==> config.mk <==
export PLATFORM = sky130hd
export DESIGN_NAME = strseq_top
export DESIGN_NICKNAME = d
export VERILOG_FILES = /design/src/rtl/strseq_pkg.sv /design/src/rtl/strseq_step.sv /design/src/rtl/strseq_eval.sv /design/src/rtl/strseq_term.sv /design/src/rtl/strseq_top.sv
export SDC_FILE = /design/constraint.sdc
export NUM_CORES = 1
export LEC_CHECK = 0
export ABC_AREA = 0
export BUFFER_PORTS_ARGS = -buffer_cell sky130_fd_sc_hd__buf_4
export CELL_PAD_IN_SITES_DETAIL_PLACEMENT = 0
export CELL_PAD_IN_SITES_GLOBAL_PLACEMENT = 1
export CORE_MARGIN = 2
export CORE_UTILIZATION = 39
export CTS_CLUSTER_DIAMETER = 150
export DETAILED_ROUTE_END_ITERATION = 6
export PLACE_DENSITY_LB_ADDON = 0.1
export SLEW_MARGIN = 20
export SYNTH_ARGS = -nofsm -noshare
export SYNTH_HDL_FRONTEND = slang
export SYNTH_SLANG_ARGS = --single-unit
==> constraint.sdc <==
create_clock -name clk -period 4.7 [get_ports clk]
set_input_delay 0.47 -clock clk [delete_from_list [all_inputs] [get_ports clk]]
set_output_delay 0.47 -clock clk [all_outputs]
set_load 0.02 [all_outputs]
==> src/rtl/strseq_pkg.sv <==
package strseq_pkg;
  localparam int DATA_W = 32;
  localparam int BE_W   = DATA_W / 8;

  typedef enum logic [2:0] {
    OP_MOVE  = 3'd0,
    OP_CMP   = 3'd1,
    OP_STORE = 3'd2,
    OP_LOAD  = 3'd3,
    OP_SCAN  = 3'd4
  } op_e;

  typedef enum logic [1:0] {
    RP_NONE     = 2'd0,
    RP_ALL      = 2'd1,
    RP_WHILE_EQ = 2'd2,
    RP_WHILE_NE = 2'd3
  } rep_e;

  typedef enum logic [2:0] {
    S_IDLE, S_RDA, S_RDB, S_EXE, S_WR
  } state_e;

  function automatic logic [2:0] elem_bytes(input logic [1:0] esz);
    case (esz)
      2'd0:    elem_bytes = 3'd1;
      2'd1:    elem_bytes = 3'd2;
      default: elem_bytes = 3'd4;
    endcase
  endfunction

  function automatic logic [DATA_W-1:0] elem_mask(input logic [1:0] esz);
    case (esz)
      2'd0:    elem_mask = DATA_W'(32'h0000_00FF);
      2'd1:    elem_mask = DATA_W'(32'h0000_FFFF);
      default: elem_mask = '1;
    endcase
  endfunction

  function automatic logic [BE_W-1:0] elem_be(input logic [1:0] esz);
    case (esz)
      2'd0:    elem_be = BE_W'(4'b0001);
      2'd1:    elem_be = BE_W'(4'b0011);
      default: elem_be = '1;
    endcase
  endfunction

  function automatic logic uses_src(input op_e op);
    uses_src = (op == OP_MOVE) || (op == OP_CMP) || (op == OP_LOAD);
  endfunction

  function automatic logic uses_dst(input op_e op);
    uses_dst = (op == OP_MOVE) || (op == OP_CMP) || (op == OP_STORE) || (op == OP_SCAN);
  endfunction

  function automatic logic sets_flag(input op_e op);
    sets_flag = (op == OP_CMP) || (op == OP_SCAN);
  endfunction

  function automatic state_e first_state(input op_e op);
    case (op)
      OP_MOVE, OP_CMP, OP_LOAD: first_state = S_RDA;
      OP_SCAN:                  first_state = S_RDB;
      OP_STORE:                 first_state = S_WR;
      default:                  first_state = S_EXE;
    endcase
  endfunction
endpackage

==> src/rtl/strseq_step.sv <==
module strseq_step import strseq_pkg::*; #(
  parameter int AW = 32
) (
  input  logic [AW-1:0] idx_i,
  input  logic [1:0]    esz_i,
  input  logic          dir_i,
  input  logic          en_i,
  output logic [AW-1:0] idx_o
);
  logic [AW-1:0] amt;
  assign amt = AW'(elem_bytes(esz_i));

  always_comb begin
    if (!en_i)      idx_o = idx_i;
    else if (dir_i) idx_o = idx_i - amt;
    else            idx_o = idx_i + amt;
  end
endmodule

==> src/rtl/strseq_eval.sv <==
module strseq_eval import strseq_pkg::*; (
  input  op_e               op_i,
  input  logic [1:0]        esz_i,
  input  logic [DATA_W-1:0] first_i,
  input  logic [DATA_W-1:0] rdata_i,
  input  logic [DATA_W-1:0] acc_i,
  input  logic              zf_i,
  output logic              zf_o,
  output logic [DATA_W-1:0] acc_o
);
  logic [DATA_W-1:0] mask;
  logic [DATA_W-1:0] elem;
  assign mask = elem_mask(esz_i);
  assign elem = rdata_i & mask;

  always_comb begin
    case (op_i)
      OP_CMP:  zf_o = ((first_i & mask) == elem);
      OP_SCAN: zf_o = ((acc_i & mask) == elem);
      default: zf_o = zf_i;
    endcase
    acc_o = (op_i == OP_LOAD) ? ((acc_i & ~mask) | elem) : acc_i;
  end
endmodule

==> src/rtl/strseq_term.sv <==
module strseq_term import strseq_pkg::*; #(
  parameter int CW = 16
) (
  input  rep_e          rep_i,
  input  op_e           op_i,
  input  logic [CW-1:0] cnt_i,
  input  logic          zf_i,
  output logic [CW-1:0] cnt_o,
  output logic          stop_o
);
  logic flag_stop;

  always_comb begin
    cnt_o = (rep_i == RP_NONE) ? cnt_i : cnt_i - CW'(1);
    flag_stop = sets_flag(op_i) &&
                (((rep_i == RP_WHILE_EQ) && !zf_i) || ((rep_i == RP_WHILE_NE) && zf_i));
    stop_o = (rep_i == RP_NONE) || (cnt_o == '0) || flag_stop;
  end
endmodule

==> src/rtl/strseq_top.sv <==
module strseq_top import strseq_pkg::*; #(
  parameter int AW = 32,
  parameter int CW = 16
) (
  input  logic              clk,
  input  logic              rst_n,
  input  logic              start_i,
  input  logic [2:0]        op_i,
  input  logic [1:0]        esize_i,
  input  logic              dir_i,
  input  logic [1:0]        rep_i,
  input  logic [AW-1:0]     src_i,
  input  logic [AW-1:0]     dst_i,
  input  logic [CW-1:0]     cnt_i,
  input  logic [DATA_W-1:0] acc_i,
  output logic [AW-1:0]     src_o,
  output logic [AW-1:0]     dst_o,
  output logic [CW-1:0]     cnt_o,
  output logic [DATA_W-1:0] acc_o,
  output logic              zf_o,
  output logic              done_o,
  output logic              busy_o,
  output logic              mem_rd_o,
  output logic              mem_wr_o,
  output logic [AW-1:0]     mem_addr_o,
  output logic [BE_W-1:0]   mem_be_o,
  output logic [DATA_W-1:0] mem_wdata_o,
  input  logic [DATA_W-1:0] mem_rdata_i
);
  localparam int NIDX = 2;

  state_e            st;
  op_e               op_q;
  rep_e              rep_q;
  logic [1:0]        esz_q;
  logic              dir_q;
  logic [AW-1:0]     src_q, dst_q;
  logic [CW-1:0]     cnt_q;
  logic [DATA_W-1:0] acc_q, first_q;
  logic              zf_q, done_q;

  logic              last;
  logic              zf_nx, stop;
  logic [DATA_W-1:0] acc_nx;
  logic [CW-1:0]     cnt_nx;
  logic [AW-1:0]     idx_cur [NIDX];
  logic [AW-1:0]     idx_nxt [NIDX];
  logic              idx_en  [NIDX];

  assign last       = (st == S_EXE) || (st == S_WR);
  assign idx_cur[0] = src_q;
  assign idx_cur[1] = dst_q;
  assign idx_en[0]  = last && uses_src(op_q);
  assign idx_en[1]  = last && uses_dst(op_q);

  for (genvar g = 0; g < NIDX; g++) begin : g_idx
    strseq_step #(.AW(AW)) u_step (
      .idx_i (idx_cur[g]),
      .esz_i (esz_q),
      .dir_i (dir_q),
      .en_i  (idx_en[g]),
      .idx_o (idx_nxt[g])
    );
  end

  strseq_eval u_eval (
    .op_i    (op_q),
    .esz_i   (esz_q),
    .first_i (first_q),
    .rdata_i (mem_rdata_i),
    .acc_i   (acc_q),
    .zf_i    (zf_q),
    .zf_o    (zf_nx),
    .acc_o   (acc_nx)
  );

  strseq_term #(.CW(CW)) u_term (
    .rep_i  (rep_q),
    .op_i   (op_q),
    .cnt_i  (cnt_q),
    .zf_i   (zf_nx),
    .cnt_o  (cnt_nx),
    .stop_o (stop)
  );

  always_ff @(posedge clk or negedge rst_n) begin
    if (!rst_n) begin
      st      <= S_IDLE;
      op_q    <= OP_MOVE;
      rep_q   <= RP_NONE;
      esz_q   <= '0;
      dir_q   <= 1'b0;
      src_q   <= '0;
      dst_q   <= '0;
      cnt_q   <= '0;
      acc_q   <= '0;
      first_q <= '0;
      zf_q    <= 1'b0;
      done_q  <= 1'b0;
    end else begin
      done_q <= 1'b0;
      case (st)
        S_IDLE: begin
          if (start_i) begin
            op_q  <= op_e'(op_i);
            rep_q <= rep_e'(rep_i);
            esz_q <= esize_i;
            dir_q <= dir_i;
            src_q <= src_i;
            dst_q <= dst_i;
            cnt_q <= cnt_i;
            acc_q <= acc_i;
            if ((rep_e'(rep_i) != RP_NONE) && (cnt_i == '0)) done_q <= 1'b1;
            else st <= first_state(op_e'(op_i));
          end
        end
        S_RDA: begin
          if (op_q == OP_CMP)       st <= S_RDB;
          else if (op_q == OP_MOVE) st <= S_WR;
          else                      st <= S_EXE;
        end
        S_RDB: begin
          first_q <= mem_rdata_i;
          st      <= S_EXE;
        end
        S_EXE, S_WR: begin
          src_q <= idx_nxt[0];
          dst_q <= idx_nxt[1];
          cnt_q <= cnt_nx;
          acc_q <= acc_nx;
          zf_q  <= zf_nx;
          if (stop) begin
            st     <= S_IDLE;
            done_q <= 1'b1;
          end else begin
            st <= first_state(op_q);
          end
        end
        default: st <= S_IDLE;
      endcase
    end
  end

  assign mem_rd_o    = (st == S_RDA) || (st == S_RDB);
  assign mem_wr_o    = (st == S_WR);
  assign mem_addr_o  = (st == S_RDA) ? src_q : dst_q;
  assign mem_be_o    = elem_be(esz_q);
  assign mem_wdata_o = ((op_q == OP_MOVE) ? mem_rdata_i : acc_q) & elem_mask(esz_q);

  assign src_o  = src_q;
  assign dst_o  = dst_q;
  assign cnt_o  = cnt_q;
  assign acc_o  = acc_q;
  assign zf_o   = zf_q;
  assign done_o = done_q;
  assign busy_o = (st != S_IDLE);

  assert_rw_excl_R11: assert property (@(posedge clk) disable iff (!rst_n)
    !(mem_rd_o && mem_wr_o));

  assert_be_size_R11: assert property (@(posedge clk) disable iff (!rst_n)
    (mem_rd_o || mem_wr_o) |-> ($countones(mem_be_o) == int'(elem_bytes(esz_q))));

  assert_done_pulse_R12: assert property (@(posedge clk) disable iff (!rst_n)
    done_o |=> !done_o);

  assert_done_idle_R12: assert property (@(posedge clk) disable iff (!rst_n)
    done_o |-> !busy_o);

  assert_idle_quiet_R10: assert property (@(posedge clk) disable iff (!rst_n)
    !busy_o |-> (!mem_rd_o && !mem_wr_o));

  assert_cnt_nonincr_R8: assert property (@(posedge clk) disable iff (!rst_n)
    (busy_o && $past(busy_o)) |-> (cnt_o <= $past(cnt_o)));
endmodule

# Yosys cells after proc, flatten, opt, wreduce, memory -nomap -nowiden
# Cells that the tools add are included.
[word_totals]
reg_bits = 157
in_bits = 155
output_inout_bits = 185
word_cells = 114
[classes]
n_addsub = 5
n_eq_ne = 22
muxes = 32
bitwise = 7
n_reduce_logical = 36
[op_table]
columns = ["cell", "n"]
rows = [
  ["$mux 32", 10],
  ["$pmux 32 s2", 4],
  ["$and 32x32->32", 5],
  ["$add 32x3->32", 2],
  ["$eq 32x32->1", 2],
  ["$sub 32x3->32", 2],
  ["$logic_not 16->1", 2],
  ["$mux 16", 2],
  ["$not 32->32", 1],
  ["$or 32x32->32", 1],
  ["$pmux 16 s2", 1],
  ["$eq 3x2->1 const B", 6],
  ["$pmux 3 s3", 2],
  ["$sub 16x1->16 const B", 1],
  ["$mux 3", 5],
  ["$pmux 3 s4", 1],
  ["$logic_or 1x1->1", 10],
  ["$eq 3x1->1 const B", 3],
  ["$eq 3x3->1 const B", 3],
  ["$logic_not 3->1", 3],
  ["$reduce_and 3->1", 3],
  ["$pmux 4 s2", 1],
  ["$logic_and 1x1->1", 6],
  ["$ne 2x2->1 const B", 3],
  ["13 further kinds", 23],
]

# Depth between registers and ports, before layout
[depth]
depth_word = 12
ltp_mapped = 14

# Modules after synthesis
# Synthesis repeated with hierarchy kept, for this count alone.
[unflattened]
hier_cells = 1654
area_unflattened_um2 = 14368.8
[modules_own_cells]
columns = ["module", "instances", "cells_per_inst", "area_each_um2", "seq_area_each_um2"]
rows = [
  ["strseq_top", 1, 772, 8025.2, 3928.8],
  ["strseq_step", 2, 306, 2224.6, 0.0],
  ["strseq_eval", 1, 195, 1375.1, 0.0],
  ["strseq_term", 1, 75, 519.2, 0.0],
]

# Least setup slack after synthesis
# Ideal clock, no wire load.
[synth_path]
path_type = "reg-to-reg"
startpoint = "register dir_q"
endpoint = "register src_q[28], in the netlist src_o[28]"
t_arrival_ns = 4.248
required_time_ns = 4.580
path_slack_ns = 0.332
path_stages_with_launch = 15
n_path_buf = 1
path_cell_list = "dfrtp_1 clkbuf_1 inv_1 nor2_1 a21oi_1 fa_1 a211oi_1 o21ai_0 a31oi_1 o31ai_1 a21oi_1 o211ai_1 o21a_1 or3_1 a31o_1"
[synth_via]
elab_chain_cells = 3
[synth_lines]
columns = ["item", "line", "rtl"]
rows = [
  ["start: declaration", "strseq_top.sv:36", "logic dir_q;"],
  ["start signal: assignment", "strseq_top.sv:108", "dir_q <= dir_i;"],
  ["$mux 32", "strseq_step.sv:15", "else if (dir_i) idx_o = idx_i - amt;"],
  ["$mux 32", "strseq_step.sv:14", "if (!en_i) idx_o = idx_i;"],
  ["$pmux 32 s2", "strseq_top.sv:102", "case (st)"],
  ["end signal: assignment", "strseq_top.sv:109", "src_q <= src_i;"],
  ["end signal: assignment", "strseq_top.sv:127", "src_q <= idx_nxt[0];"],
  ["end: declaration", "strseq_top.sv:37", "logic [AW-1:0] src_q, dst_q;"],
]
# Every way passes these cells. The select of a mux whose other input is x is not followed.
# A chain may end at the register's enable or synchronous reset.

# Final worst setup path
[layout_path]
startpoint = "register esz_q[0]"
endpoint = "register src_q[28], in the netlist src_o[28]"
[layout_via]
elab_chain_cells = 6
elab_cells_between_ends = 8
cone_classes = "add/sub: 2; eq/ne: 1; mux: 4; reduce/logical: 1"
[layout_lines]
columns = ["item", "line", "rtl"]
rows = [
  ["start: declaration", "strseq_top.sv:35", "logic [1:0] esz_q;"],
  ["start signal: assignment", "strseq_top.sv:107", "esz_q <= esize_i;"],
  ["$eq 2x1->1 / $logic_not 2->1 (equally long branches)", "strseq_pkg.sv:25", "case (esz)"],
  ["$pmux 3 s2 (*)", "strseq_pkg.sv:25", ""],
  ["$add 32x3->32 / $sub 32x3->32 (equally long branches)", "strseq_step.sv:16, strseq_step.sv:15", ""],
  ["$mux 32 (*)", "strseq_step.sv:15", ""],
  ["$mux 32 (*)", "strseq_step.sv:14", ""],
  ["$pmux 32 s2 (*)", "strseq_top.sv:102", ""],
]
# Mark *: on every way between the ends. The rest lies on a longest branch, timed or not. The select of a mux whose other input is x is not followed.

==> impl_metrics.tcl <==
set metrics [dict create \
    async_flop_share_pct 100.0 \
    ys_ff_latch 157 \
    clk_pin_slew_worst_paths_ns 0.08 \
    netlist.area_leader.share_pct 32.00 \
    drv_cap 0 \
    r2r-start "esz_q[0]" \
    num_io_pins 340 \
    grt_max_degree 69 \
    antenna-diode-count 0 \
    skew_ns 0.02167 \
    yosysTopAreaCell "dfrtp_1" \
    yosysSeqAreaShare_pct 32.00 \
    grt_pass1_vias 12038 \
    crit_type "flop to flop" \
    std_cell_rows 64 \
    clk_latency_ns 0.45 \
    post_drt_wl_per_cell_um 19.26 \
    start_util_pct 39.83 \
    dieArea_um2 32920 \
    cts-root-buf "clkbuf_16" \
    synth_edf_count 0 \
    io_buffers 338 \
    fmax_mhz 237.4 \
    hold_path.class "input pin to asynchronous set/reset pin" \
    maxSlewViolCount 0 \
    worst_setup_path_start_kind "flop" \
    die_y_um 181.4 \
    synth.most_common_cell "nand2_1" \
    status "finished with violations" \
    cts_resized 0 \
    maxSlewHeadroom_pct 35.61 \
    drt_iter0_markers 604 \
    clk_path_buf_depth 2 \
    cts_hold_buf 0 \
    syn-cell-area_um2 12280 \
    viasPerCell 5.636 \
    cts_buffers 17 \
    detail-route-antenna-nets 0 \
    vias 12467 \
    yosys_warnings 0 \
    fin_crit_ns 4.213 \
    synth_common_cells "nand2_1, a21oi_1, dfrtp_1" \
    drcViolationCount 5 \
    p_leak_nw 7.116 \
    worstPathMaxFanout 4 \
    coreArea_um2 30830 \
    avgSynthCellArea_um2 8.164 \
    clock-sinks 157 \
    routabilityCongestion 0.9154 \
    hpwl_um 31930 \
    hold_viol 0 \
    setup_viol 0 \
    finish.utilization_pct 51.30 \
    die_w_um 181.4 \
    ir_drop_mv 0.4237 \
    powerDensity_nw_per_um2 994.5 \
    tightest_slew_ns 0.9606 \
    gr-total-overflow 0 \
    crit_path_end_kind "flop" \
    antenna_found_initial 0 \
    arrival_ns 4.54 \
    yosysUniqueCellTypes 84 \
    cp.required_ns 5.03 \
    tns_ns 0 \
    ys_dominant_reg_cell "dfrtp_1" \
    nets 2024 \
    grt_pass1_wl_um 66940 \
    rsz0062_at_grt "false" \
    htreeDepth 4 \
    netlist_instances 1504 \
    first_pass_iters 7 \
    drive_above_1_share_pct 26.71 \
    synthTopCellsByArea "dfrtp_1, nand2_1, a21oi_1" \
    violations "design-rule violations" \
    wirelength_um 42590 \
    critPathLaunch "esz_q[0]" \
    synth.net_count 1725 \
    cts_tree "done" \
    finalCritPeriodShare_pct 89.63 \
    cts_setup_buffers 0 \
    grt_usage_pct 25.37 \
    area_growth_pct 28.80 \
]
## worst paths after layout
check                                              to  slack [ns]  cells past startpoint
max in group asynchronous                       dir_q        3.46                      2
setup reg to reg                            src_o[28]        0.49                     14
hold reg to reg                              esz_q[1]        0.49                      2
hold / removal             asynchronous set/reset pin        0.03                      1
setup / recovery                            src_o[28]        0.49                     14
min in group clk                             esz_q[0]        0.23                      3
## area by class of cell
| class | instances | area (um^2) |
|---|---|---|
| fill | 3035 | 15010 |
| tap | 396 | 495.5 |
| timing repair buffer | 358 | 2711 |
| clock buffer | 18 | 439.2 |
| sequential | 157 | 3930 |
| inverter | 43 | 161.4 |
| clock inverter | 14 | 167.7 |
| multi-input combinational | 1226 | 7910 |
## stage by stage
stage / cell area (um^2) / std cells / total power [W] / hold WS, ns / worst slack (ns)
after detailed placement: 15200 / 2180 / 0.01425 / 0.4863 / 0.5744
after floorplan: 12280 / 1504 / 0.01066 / 0.1744 / 0.3320
after global placement: 15170 / 2179 / 0.01414 / 0.4879 / 0.6601
after global routing: 15820 / 2212 / 0.01702 / 0.07522 / 0.1779
after CTS: 15810 / 2212 / 0.01578 / 0.05154 / 0.5297
final: 15820 / 2212 / 0.01573 / 0.03187 / 0.4874
## power breakdown
| group | switching [W] | internal (W) | total, W |
|---|---|---|---|
| Sequential | 0.000884 | 0.00205 | 0.00293 |
| Clock | 0.000717 | 0.000733 | 0.00145 |
| Combinational | 0.00661 | 0.00474 | 0.0113 |
## routing by layer
metal  GRT usage [%]  part of all wire [%]  up-vias  wire [um]
li1                -                     -     6090          -
met4           6.114                   1.4        0        587
met5               0                     0        -          0
met1           33.31                    45     5956      19000
met2           44.21                    49      381      20970
met3           3.450                   4.8       40       2038
## cells by family (layout without fill, tap and decap cells)
logic type	count (synthesis)	count (layout)	share of synthesized area (%)
simple gates	527	527	19.42
compound gates	479	479	25.32
flops	157	157	32.00
buf+inv	121	433	4.076
mux	78	78	6.959
xor+xnor	75	75	5.350
fa+ha+maj	66	66	6.847
other cells	1	1	0.03054
## critical path, cell delays in order (launching register included)
cell and delay, ns:
dfrtp_1 0.40, nor2_1 0.14, inv_1 0.09, ha_1 0.29
a21oi_1 0.44, fa_1 0.34, a211oi_1 0.11, o21ai_0 0.32
a31oi_1 0.22, o31ai_1 0.58, a21oi_1 0.22, o211ai_1 0.49
o21a_1 0.18, o21ai_0 0.07, a31o_1 0.22
## cells in the final DEF (no fill, tap or decap), types with 32 or more instances in the layout
cell	count
buf_4	356
nand2_1	221
a21oi_1	162
o21ai_0	88
ha_1	64
mux2_2	59
nor2_1	134
xnor2_1	51
o22ai_1	32
dfrtp_1	156
inv_1	42
(Power assumes the default switching activity.)
